### src/rtl/tick_edge_irq_pkg.sv
package tick_edge_irq_pkg;

  // Service sequencer states
  typedef enum logic [1:0] {
    SVC_IDLE   = 2'd0,
    SVC_WAIT   = 2'd1,
    SVC_ACTIVE = 2'd2
  } svc_state_e;

endpackage

### src/rtl/tei_edge_bank.sv
module tei_edge_bank #(
  parameter int NPINS       = 8,
  parameter int SYNC_STAGES = 2
) (
  input  logic             clk,
  input  logic             rst,
  input  logic [NPINS-1:0] pin_i,
  input  logic [NPINS-1:0] pol_i,
  input  logic [NPINS-1:0] en_i,
  input  logic [NPINS-1:0] clr_i,
  output logic [NPINS-1:0] pend_o,
  output logic             req_o
);

  localparam int HIST_W = SYNC_STAGES + 1;

  logic [NPINS-1:0] pend_vec;

  for (genvar g = 0; g < NPINS; g++) begin : g_pin
    logic [HIST_W-1:0] sh_q;
    logic              cur, prev, hit;
    logic              pend_q;

    // synchronizer chain plus one history stage
    always_ff @(posedge clk) begin
      if (rst) sh_q <= '0;
      else     sh_q <= {sh_q[HIST_W-2:0], pin_i[g]};
    end

    assign cur  = sh_q[SYNC_STAGES-1];
    assign prev = sh_q[SYNC_STAGES];
    assign hit  = pol_i[g] ? (cur & ~prev) : (~cur & prev);

    always_ff @(posedge clk) begin
      if (rst)           pend_q <= 1'b0;
      else if (hit)      pend_q <= 1'b1;
      else if (clr_i[g]) pend_q <= 1'b0;
    end

    assign pend_vec[g] = pend_q;

    AST_PEND_STICKY: assert property (@(posedge clk) disable iff (rst)
      (pend_q && !clr_i[g]) |=> pend_q) else $error("pending bit lost");
  end

  assign pend_o = pend_vec;
  assign req_o  = |(pend_vec & en_i);

endmodule

### src/rtl/tei_counter.sv
module tei_counter #(
  parameter int CNT_W = 8
) (
  input  logic             clk,
  input  logic             rst,
  input  logic             wr_i,
  input  logic [CNT_W-1:0] wdata_i,
  input  logic             adj_i,
  input  logic [CNT_W-1:0] off_i,
  input  logic             ovf_clr_i,
  output logic [CNT_W-1:0] cnt_o,
  output logic             wrap_o,
  output logic             ovf_o
);

  localparam logic [CNT_W-1:0] CNT_MAX = '1;
  localparam logic [CNT_W-1:0] CNT_ONE = CNT_W'(1);

  logic [CNT_W-1:0] cnt_q;
  logic             wrap_q, ovf_q;
  logic             counting, rolls;

  assign counting = !wr_i && !adj_i;
  assign rolls    = counting && (cnt_q == CNT_MAX);

  always_ff @(posedge clk) begin
    if (rst) begin
      cnt_q  <= '0;
      wrap_q <= 1'b0;
    end else begin
      wrap_q <= rolls;
      if (wr_i)       cnt_q <= wdata_i;
      else if (adj_i) cnt_q <= cnt_q + off_i;
      else            cnt_q <= cnt_q + CNT_ONE;
    end
  end

  always_ff @(posedge clk) begin
    if (rst)            ovf_q <= 1'b0;
    else if (rolls)     ovf_q <= 1'b1;
    else if (ovf_clr_i) ovf_q <= 1'b0;
  end

  assign cnt_o  = cnt_q;
  assign wrap_o = wrap_q;
  assign ovf_o  = ovf_q;

  AST_CNT_STEP: assert property (@(posedge clk) disable iff (rst)
    (!wr_i && !adj_i) |=> cnt_q == CNT_W'($past(cnt_q) + CNT_ONE))
    else $error("counter step wrong");
  AST_CNT_LOAD: assert property (@(posedge clk) disable iff (rst)
    wr_i |=> cnt_q == $past(wdata_i)) else $error("counter load wrong");
  AST_CNT_ADJ: assert property (@(posedge clk) disable iff (rst)
    (adj_i && !wr_i) |=> cnt_q == CNT_W'($past(cnt_q) + $past(off_i)))
    else $error("return adjust wrong");
  AST_OVF_STICKY: assert property (@(posedge clk) disable iff (rst)
    (ovf_q && !ovf_clr_i) |=> ovf_q) else $error("overflow flag lost");
  AST_WRAP_ZERO: assert property (@(posedge clk) disable iff (rst)
    wrap_q |-> (cnt_q == '0 && ovf_q)) else $error("wrap without zero");

endmodule

### src/rtl/tei_svc_ctrl.sv
module tei_svc_ctrl
  import tick_edge_irq_pkg::*;
#(
  parameter int ENTRY_LAT = 3
) (
  input  logic clk,
  input  logic rst,
  input  logic tmr_cause_i,
  input  logic edge_cause_i,
  input  logic ret_i,
  output logic ret_ok_o,
  output logic in_svc_o,
  output logic entry_o
);

  localparam int             LAT_W    = $clog2(ENTRY_LAT + 1);
  localparam logic [LAT_W-1:0] LAT_LAST = LAT_W'(ENTRY_LAT - 1);
  localparam logic [LAT_W-1:0] LAT_ONE  = LAT_W'(1);

  svc_state_e       state_q;
  logic [LAT_W-1:0] lat_q;
  logic             entry_q;

  assign ret_ok_o = ret_i && (state_q == SVC_ACTIVE);

  always_ff @(posedge clk) begin
    if (rst) begin
      state_q <= SVC_IDLE;
      lat_q   <= '0;
      entry_q <= 1'b0;
    end else begin
      entry_q <= 1'b0;
      case (state_q)
        SVC_IDLE: begin
          if (tmr_cause_i || edge_cause_i) begin
            state_q <= SVC_WAIT;
            lat_q   <= LAT_ONE;
          end
        end
        SVC_WAIT: begin
          if (lat_q == LAT_LAST) begin
            state_q <= SVC_ACTIVE;
            entry_q <= 1'b1;
          end else begin
            lat_q <= lat_q + LAT_ONE;
          end
        end
        SVC_ACTIVE: begin
          if (ret_i) state_q <= SVC_IDLE;
        end
        default: state_q <= SVC_IDLE;
      endcase
    end
  end

  assign in_svc_o = (state_q == SVC_ACTIVE);
  assign entry_o  = entry_q;

  AST_NO_NESTED_ENTRY: assert property (@(posedge clk) disable iff (rst)
    (state_q == SVC_ACTIVE) |=> state_q != SVC_WAIT) else $error("entry from service");
  AST_ENTRY_IN_SVC: assert property (@(posedge clk) disable iff (rst)
    entry_q |-> state_q == SVC_ACTIVE) else $error("entry outside service");
  AST_ENTRY_PULSE: assert property (@(posedge clk) disable iff (rst)
    entry_q |=> !entry_q) else $error("entry longer than a cycle");
  AST_RET_EXIT: assert property (@(posedge clk) disable iff (rst)
    (state_q == SVC_ACTIVE && ret_i) |=> state_q == SVC_IDLE) else $error("return not taken");
  AST_IDLE_RET_IGNORED: assert property (@(posedge clk) disable iff (rst)
    (state_q == SVC_WAIT && ret_i) |=> state_q != SVC_IDLE) else $error("return during entry");

endmodule

### src/rtl/tick_edge_irq.sv
module tick_edge_irq #(
  parameter int CNT_W       = 8,
  parameter int NPINS       = 8,
  parameter int SYNC_STAGES = 2,
  parameter int ENTRY_LAT   = 3
) (
  input  logic             clk,
  input  logic             rst,
  input  logic [NPINS-1:0] pin_i,
  input  logic [NPINS-1:0] edge_pol_i,
  input  logic [NPINS-1:0] edge_en_i,
  input  logic [NPINS-1:0] pend_clr_i,
  input  logic             cnt_wr_i,
  input  logic [CNT_W-1:0] cnt_wdata_i,
  input  logic             ovf_clr_i,
  input  logic             ret_i,
  input  logic             ret_adj_i,
  input  logic [CNT_W-1:0] ret_off_i,
  output logic [CNT_W-1:0] cnt_o,
  output logic             ovf_o,
  output logic [NPINS-1:0] pend_o,
  output logic             in_svc_o,
  output logic             entry_o
);

  logic wrap, edge_req, ret_ok, adj;

  assign adj = ret_ok && ret_adj_i;

  tei_counter #(.CNT_W(CNT_W)) u_cnt (
    .clk       (clk),
    .rst       (rst),
    .wr_i      (cnt_wr_i),
    .wdata_i   (cnt_wdata_i),
    .adj_i     (adj),
    .off_i     (ret_off_i),
    .ovf_clr_i (ovf_clr_i),
    .cnt_o     (cnt_o),
    .wrap_o    (wrap),
    .ovf_o     (ovf_o)
  );

  tei_edge_bank #(.NPINS(NPINS), .SYNC_STAGES(SYNC_STAGES)) u_edge (
    .clk    (clk),
    .rst    (rst),
    .pin_i  (pin_i),
    .pol_i  (edge_pol_i),
    .en_i   (edge_en_i),
    .clr_i  (pend_clr_i),
    .pend_o (pend_o),
    .req_o  (edge_req)
  );

  tei_svc_ctrl #(.ENTRY_LAT(ENTRY_LAT)) u_svc (
    .clk          (clk),
    .rst          (rst),
    .tmr_cause_i  (wrap),
    .edge_cause_i (edge_req),
    .ret_i        (ret_i),
    .ret_ok_o     (ret_ok),
    .in_svc_o     (in_svc_o),
    .entry_o      (entry_o)
  );

  AST_EDGE_KEEPS_COUNT: assert property (@(posedge clk) disable iff (rst)
    (entry_o && !cnt_wr_i && !adj) |=> cnt_o == CNT_W'($past(cnt_o) + CNT_W'(1)))
    else $error("entry disturbed counter");

endmodule

### config.mk
export PLATFORM = sky130hd
export DESIGN_NAME = tick_edge_irq
export DESIGN_NICKNAME = d
export VERILOG_FILES = /design/src/rtl/tick_edge_irq_pkg.sv /design/src/rtl/tei_edge_bank.sv /design/src/rtl/tei_counter.sv /design/src/rtl/tei_svc_ctrl.sv /design/src/rtl/tick_edge_irq.sv
export SDC_FILE = /design/constraint.sdc
export NUM_CORES = 1
export LEC_CHECK = 0
export CAP_MARGIN = 25
export CORE_MARGIN = 2
export CORE_UTILIZATION = 44
export DETAILED_ROUTE_END_ITERATION = 12
export PLACE_DENSITY = 0.78
export SYNTH_ARGS = -nofsm -noshare
export SYNTH_HDL_FRONTEND = slang
export SYNTH_SLANG_ARGS = --single-unit
export TNS_END_PERCENT = 10
### constraint.sdc
create_clock -name clk -period 2.8 [get_ports clk]
set_clock_uncertainty 0.2 [all_clocks]
set_input_delay 0.7 -clock clk [delete_from_list [all_inputs] [get_ports clk]]
set_output_delay 0.7 -clock clk [all_outputs]
set_load 0.02 [all_outputs]
# Word-level counts from Yosys, hierarchy flattened
# Index checks and enable logic that the tools add are counted.
# word_totals
ff_bits,47
input_bits,54
out_inout_bits,19
# op_classes
n_addsub,3
n_eq_ne,8
n_mux,35
bitwise,34
n_reduce_logical,22
# op_table
cell,n
1-bit 2-to-1 mux,27
2-bit nonzero test,10
1-bit NOT,17
1-bit AND,16
8-bit 2-to-1 mux,2
8-bit by 1-bit adder with 8-bit output (second input constant),1
8-bit adder,1
8-bit AND,1
8-bit == test (second input constant),1
2-bit 2-to-1 mux,4
8-bit OR reduction,1
2-bit one-hot mux with 3 select lines,1
3-bit AND reduction,2
2-bit == test (second input constant),2
1-bit logical AND,4
2-bit by 1-bit != test with 1-bit output (second input constant),2
2-bit != test (second input constant),2
2-bit one-hot mux with 2 select lines,1
2-bit by 1-bit adder with 2-bit output (second input constant),1
2-bit by 1-bit == test with 1-bit output (second input constant),1
1-bit zero test,2
2-bit zero test,1
2-bit OR reduction,1
1-bit logical OR,1

# Depth between registers and ports, before layout
# logic_depth
depth_word,7
ltp_mapped,9
mapped_depth_nobuf,9

# Cells and area by module
# Synthesis repeated with hierarchy kept, for this count alone.
# unflattened
cells_unflattened,220
hier_area_um2,2175.8
# modules_own_cells
module,n_inst,cells_each,area_each_um2,seq_area_each_um2
tei_edge_bank,1,104,1147.4,640.6
tei_counter,1,91,793.3,200.2
tei_svc_ctrl,1,24,229.0,100.1
tick_edge_irq,1,1,6.3,0.0

# Worst setup path before layout
# No wires, ideal clock.
# synth_timing
path_type,register to register
start,register u_svc.state_q[1]
end,"register u_cnt.cnt_q[7], in the netlist u_cnt.cnt_o[7]"
setup_time_ps,88
arrival_time_ps,2337
required_time_ps,2512
setup_slack_ps,175
stages_incl_launch_ff,10
n_path_buf,0
synth_period_minus_slack_ps,2625
path_cell_list,dfxtp_1 nor2b_1 and3_1 nand2_1 inv_1 ha_1 a211oi_1 o211ai_1 a22o_1 a311oi_2
# synth_via
elab_chain_len,5
# synth_lines
item,line,source
"start, declared",tei_svc_ctrl.sv:20,svc_state_e state_q;
"start signal, assigned",tei_svc_ctrl.sv:28,state_q <= SVC_IDLE;
"start signal, assigned",tei_svc_ctrl.sv:36,state_q <= SVC_WAIT;
"start signal, assigned",tei_svc_ctrl.sv:42,state_q <= SVC_ACTIVE;
2-bit == test,--,
net in_svc_o,tick_edge_irq.sv:22,"output logic in_svc_o,"
1-bit logical AND,tei_svc_ctrl.sv:24,assign ret_ok_o = ret_i && (state_q == SVC_ACTIVE);
1-bit logical AND,tick_edge_irq.sv:28,assign adj = ret_ok && ret_adj_i;
8-bit 2-to-1 mux,tei_counter.sv:33,else if (adj_i) cnt_q <= cnt_q + off_i;
8-bit 2-to-1 mux,tei_counter.sv:32,if (wr_i) cnt_q <= wdata_i;
"end signal, assigned",tei_counter.sv:32,
"end signal, assigned",tei_counter.sv:33,
"end signal, assigned",tei_counter.sv:34,else cnt_q <= cnt_q + CNT_ONE;
"end, declared",tei_counter.sv:19,logic [CNT_W-1:0] cnt_q;
# The timed path passes the listed nets, and every way through them passes these cells.
# A chain may end at the register's enable or synchronous reset.

# Worst setup path after layout
# layout_timing
start,register u_svc.state_q[1]
end,output port in_svc_o
# layout_via
elab_chain_len,1
# layout_lines
item,line,source
2-bit == test,tei_svc_ctrl.sv:56,assign in_svc_o = (state_q == SVC_ACTIVE);
"end, declared",tick_edge_irq.sv:22,
# No other way between the ends.

==> results.sh <==
export IMPL_ys_top_cells_by_area="dfxtp_1 (46%), nor2b_1 (8.2%), ha_1 (4.9%), or3b_2 (3.4%), buf_4 (2.9%)"
export IMPL_synth_edf_count=0
export IMPL_synthesis_nets=276
export IMPL_cp_arrival_ps=1660
export IMPL_antenna_found_initial=0
export IMPL_synth_cell_types=44
export IMPL_ios=73
export IMPL_cp_cell_sequence="nor2b_1 -> clkdlybuf4s50_1"
export IMPL_crit_path_max_incr_delay_ps=630
export IMPL_crit_type="flip-flop to output port"
export IMPL_overflow=0
export IMPL_vias=1723
export IMPL_tns_ps=0
export IMPL_cpLargestDelayFamily="buffers and inverters"
export IMPL_core_area_um2=4440
export IMPL_cpMaxStageDelayCell="clkdlybuf4s50_1"
export IMPL_vias_per_cell=4.99
export IMPL_p_per_area_nw_per_um2=506
export IMPL_drive_gt1_share_pct=13.7
export IMPL_yosys_warnings=0
export IMPL_holdPathStages=1
export IMPL_clk_pin_slew_ps=90
export IMPL_yosys_area_top_type="dfxtp_1"
export IMPL_grt_pass1_vias=1686
export IMPL_rows=24
export IMPL_track_usage_pct=18.2
export IMPL_area_growth_syn_to_layout_pct=47.4
export IMPL_rsz0062_at_grt="no"
export IMPL_max_slew_margin_pct=65.6
export IMPL_detail_route_antenna_nets=0
export IMPL_avgSynthCellArea_um2=9.66
export IMPL_setup_viol=0
export IMPL_hold_class="flip-flop to flip-flop"
export IMPL_holdBufCountCts=0
export IMPL_maxCapViolations=0
export IMPL_routedWlPerCell_um=13.0
export IMPL_power_leakage_nw=1.23
export IMPL_ys_flop_type="dfxtp_1"
export IMPL_slew_violations=0
export IMPL_clk_latency_ps=300
export IMPL_die_h_um=72.4
export IMPL_hp_start="u_edge.g_pin[1].sh_q[0]"
export IMPL_cp_data_required_time_ps=1900
export IMPL_root_buffer="clkbuf_8"
export IMPL_clock_sinks=47
export IMPL_dieArea_um2=5240
export IMPL_grt_pass1_wl_mm=7.36
export IMPL_setup_ws_ps=240
export IMPL_async_reset_ff_share_pct=0
export IMPL_worstReg2RegEnd="u_cnt.cnt_o[7]"
export IMPL_synth_seq_cells=47
export IMPL_status="completed"
export IMPL_end_kind="output port"
export IMPL_rr_worst_depth=9
export IMPL_ff_latch_area_um2=941
export IMPL_multi_input_comb_area_um2=1030
export IMPL_yosysSeqAreaShare_pct=45.7
export IMPL_pre_cts_ws_ps=-322
export IMPL_cts_htree_levels=2
export IMPL_die_x_um=72.4
export IMPL_synthMostInstantiatedCell="dfxtp_1"
export IMPL_max_freq_mhz=391
export IMPL_drt_iter0_markers=60
export IMPL_fill_cells=370
export IMPL_io_buffers=72
export IMPL_drc_errors=0
export IMPL_r2r_slack_ps=250
export IMPL_initial_core_util_pct=46.3
export IMPL_grt_start_max_net_pins=27
export IMPL_cts_buffers=5
export IMPL_synthesis_instances=213
export IMPL_hpwl_mm=3.55
export IMPL_timing_rr_start="u_svc.state_q[1]"
export IMPL_tightest_slew_ps=516
export IMPL_cts_tree="yes"
export IMPL_cts_buffer_depth=2
export IMPL_netlist_area_um2=2060
export IMPL_yosysTopAreaCellShare_pct=45.7
export IMPL_start_kind="flip-flop"
export IMPL_crit_fanout=6
export IMPL_synthTopCellsByCount="dfxtp_1 (47), nor2b_1 (27), nor2_1 (11)"
export IMPL_fin_nets=355
export IMPL_finalCritPeriodShare_pct=91.4
export IMPL_diodes=0
export IMPL_routed_wl_mm=4.48
export IMPL_hold_viol_final=0
export IMPL_crit_buf_inv=1
export IMPL_dr_pass1_iters=4
export IMPL_gp_congestion=0.816
export IMPL_finalCriticalPeriod_ps=2560
export IMPL_hold_end="u_edge.g_pin[1].sh_q[1]"
export IMPL_ir_drop_mv=0.395
==> cells in the final DEF (no fill, tap or decap), types with 2 or more instances in the layout <==
| cell type | instances |
|---|---|
| clkdlybuf4s50_1 | 69 |
| dfxtp_1 | 47 |
| nor2b_1 | 27 |
| buf_4 | 14 |
| nor2_1 | 11 |
| nand2b_1 | 9 |
| a31oi_1 | 9 |
| inv_1 | 8 |
| nand3b_1 | 8 |
| or3b_2 | 8 |
| nand2_1 | 7 |
| a21oi_1 | 7 |
| ha_1 | 7 |
| and2_1 | 5 |
| clkbuf_8 | 5 |
| o21a_1 | 4 |
| o211ai_1 | 3 |
| nand4_1 | 3 |
| o21ai_0 | 3 |
| or2_2 | 2 |
| a22o_1 | 2 |
| o31a_1 | 2 |
| a21o_1 | 2 |
| xnor2_1 | 2 |
| o22ai_1 | 2 |
| nor3_1 | 2 |
| bufinv_16 | 2 |
| dlymetal6s2s_1 | 2 |
==> cell families after synthesis <==
group                    after synthesis  share of synthesized area [%]
XOR/XNOR                               3                           1.28
multiplexers                           1                          0.486
AO/OA/AOI/OAI                         42                           14.5
flip-flops                            47                           45.7
AND/OR/NAND/NOR                       89                           26.7
buffers and inverters                 22                           5.47
adder cells (fa/ha/maj)                9                           5.84
==> power by group <==
part	total (mW)	leakage, nW	switching, mW	internal [mW]
combinational	0.217	0.771	0.0831	0.134
sequential	0.721	0.386	0.0204	0.701
clock	0.598	0.0703	0.236	0.362
total	1.54	1.23	0.339	1.20
==> layer usage <==
metal	track usage (%)	vias to the layer above	part of all wire, %
met3	5.69	5	7.0
met2	30.8	52	46
met5	0	-	0
met4	4.94	0	0.83
met1	22.5	767	46
li1	-	899	-
==> layout make-up <==
cell class                 instances  area share, %
clock buffer                       5           2.27
timing repair buffer              86           27.2
sequential                        47           31.0
clock inverter                     3           2.35
tap                               52           2.14
inverter                           8          0.990
multi-input combinational        144           34.0
==> worst max-delay path by stage <==
stage                           from        endpoint  slack, ps  cells after the start
floorplan           u_svc.state_q[1]  u_cnt.cnt_o[7]        180                      9
global placement               ret_i  u_cnt.cnt_o[7]       -260                      9
detailed placement             ret_i  u_cnt.cnt_o[7]       -320                      9
CTS                            ret_i  u_cnt.cnt_o[7]          2                      9
global route        u_svc.state_q[1]  u_cnt.cnt_o[7]        120                      9
finish              u_svc.state_q[1]        in_svc_o        240                      2
==> what timing repair did <==
action / 4_1_cts / 5_1_grt
setup buffers: 0 / 0
resized for setup: 1 / 8
cloned: 0 / 0
endpoints found under the setup margin: 1 / 3
pin swaps: 0 / 0
==> per-stage QoR <==
step / power (mW) / hold WS (ps) / utilization, % / instance area (um^2) / std cells
floorplan: 0.830 / 214 / - / 2060 / 213
global route: 1.60 / 261 / 68.3 / 3030 / 345
CTS: 1.55 / 246 / 67.5 / 3000 / 345
finish: 1.54 / 243 / 68.3 / 3030 / 345
detailed placement: 0.951 / 223 / 64.4 / 2860 / 337
global placement: 0.947 / 216 / 64.4 / 2860 / 337
==> registers in the layout (all words and copies together) (netlist names) <==
name                 flops
u_edge.g_pin.pend_q      8
u_cnt.cnt_o              8
u_edge.g_pin.sh_q       24
u_svc.lat_q              2
u_svc.entry_o            1
u_svc.state_q            2
u_cnt.wrap_o             1
u_cnt.ovf_o              1
==> worst register-to-register path, cell delays in order (launching register included) <==
cell      delay, ps
dfxtp_1         480
nor2b_1         240
and3_2          270
nand2_1          90
inv_1            60
ha_1            240
a211oi_2        240
o211ai_1        140
a22o_1          250
a311oi_2        250
Power figures use the tool's default switching activity.
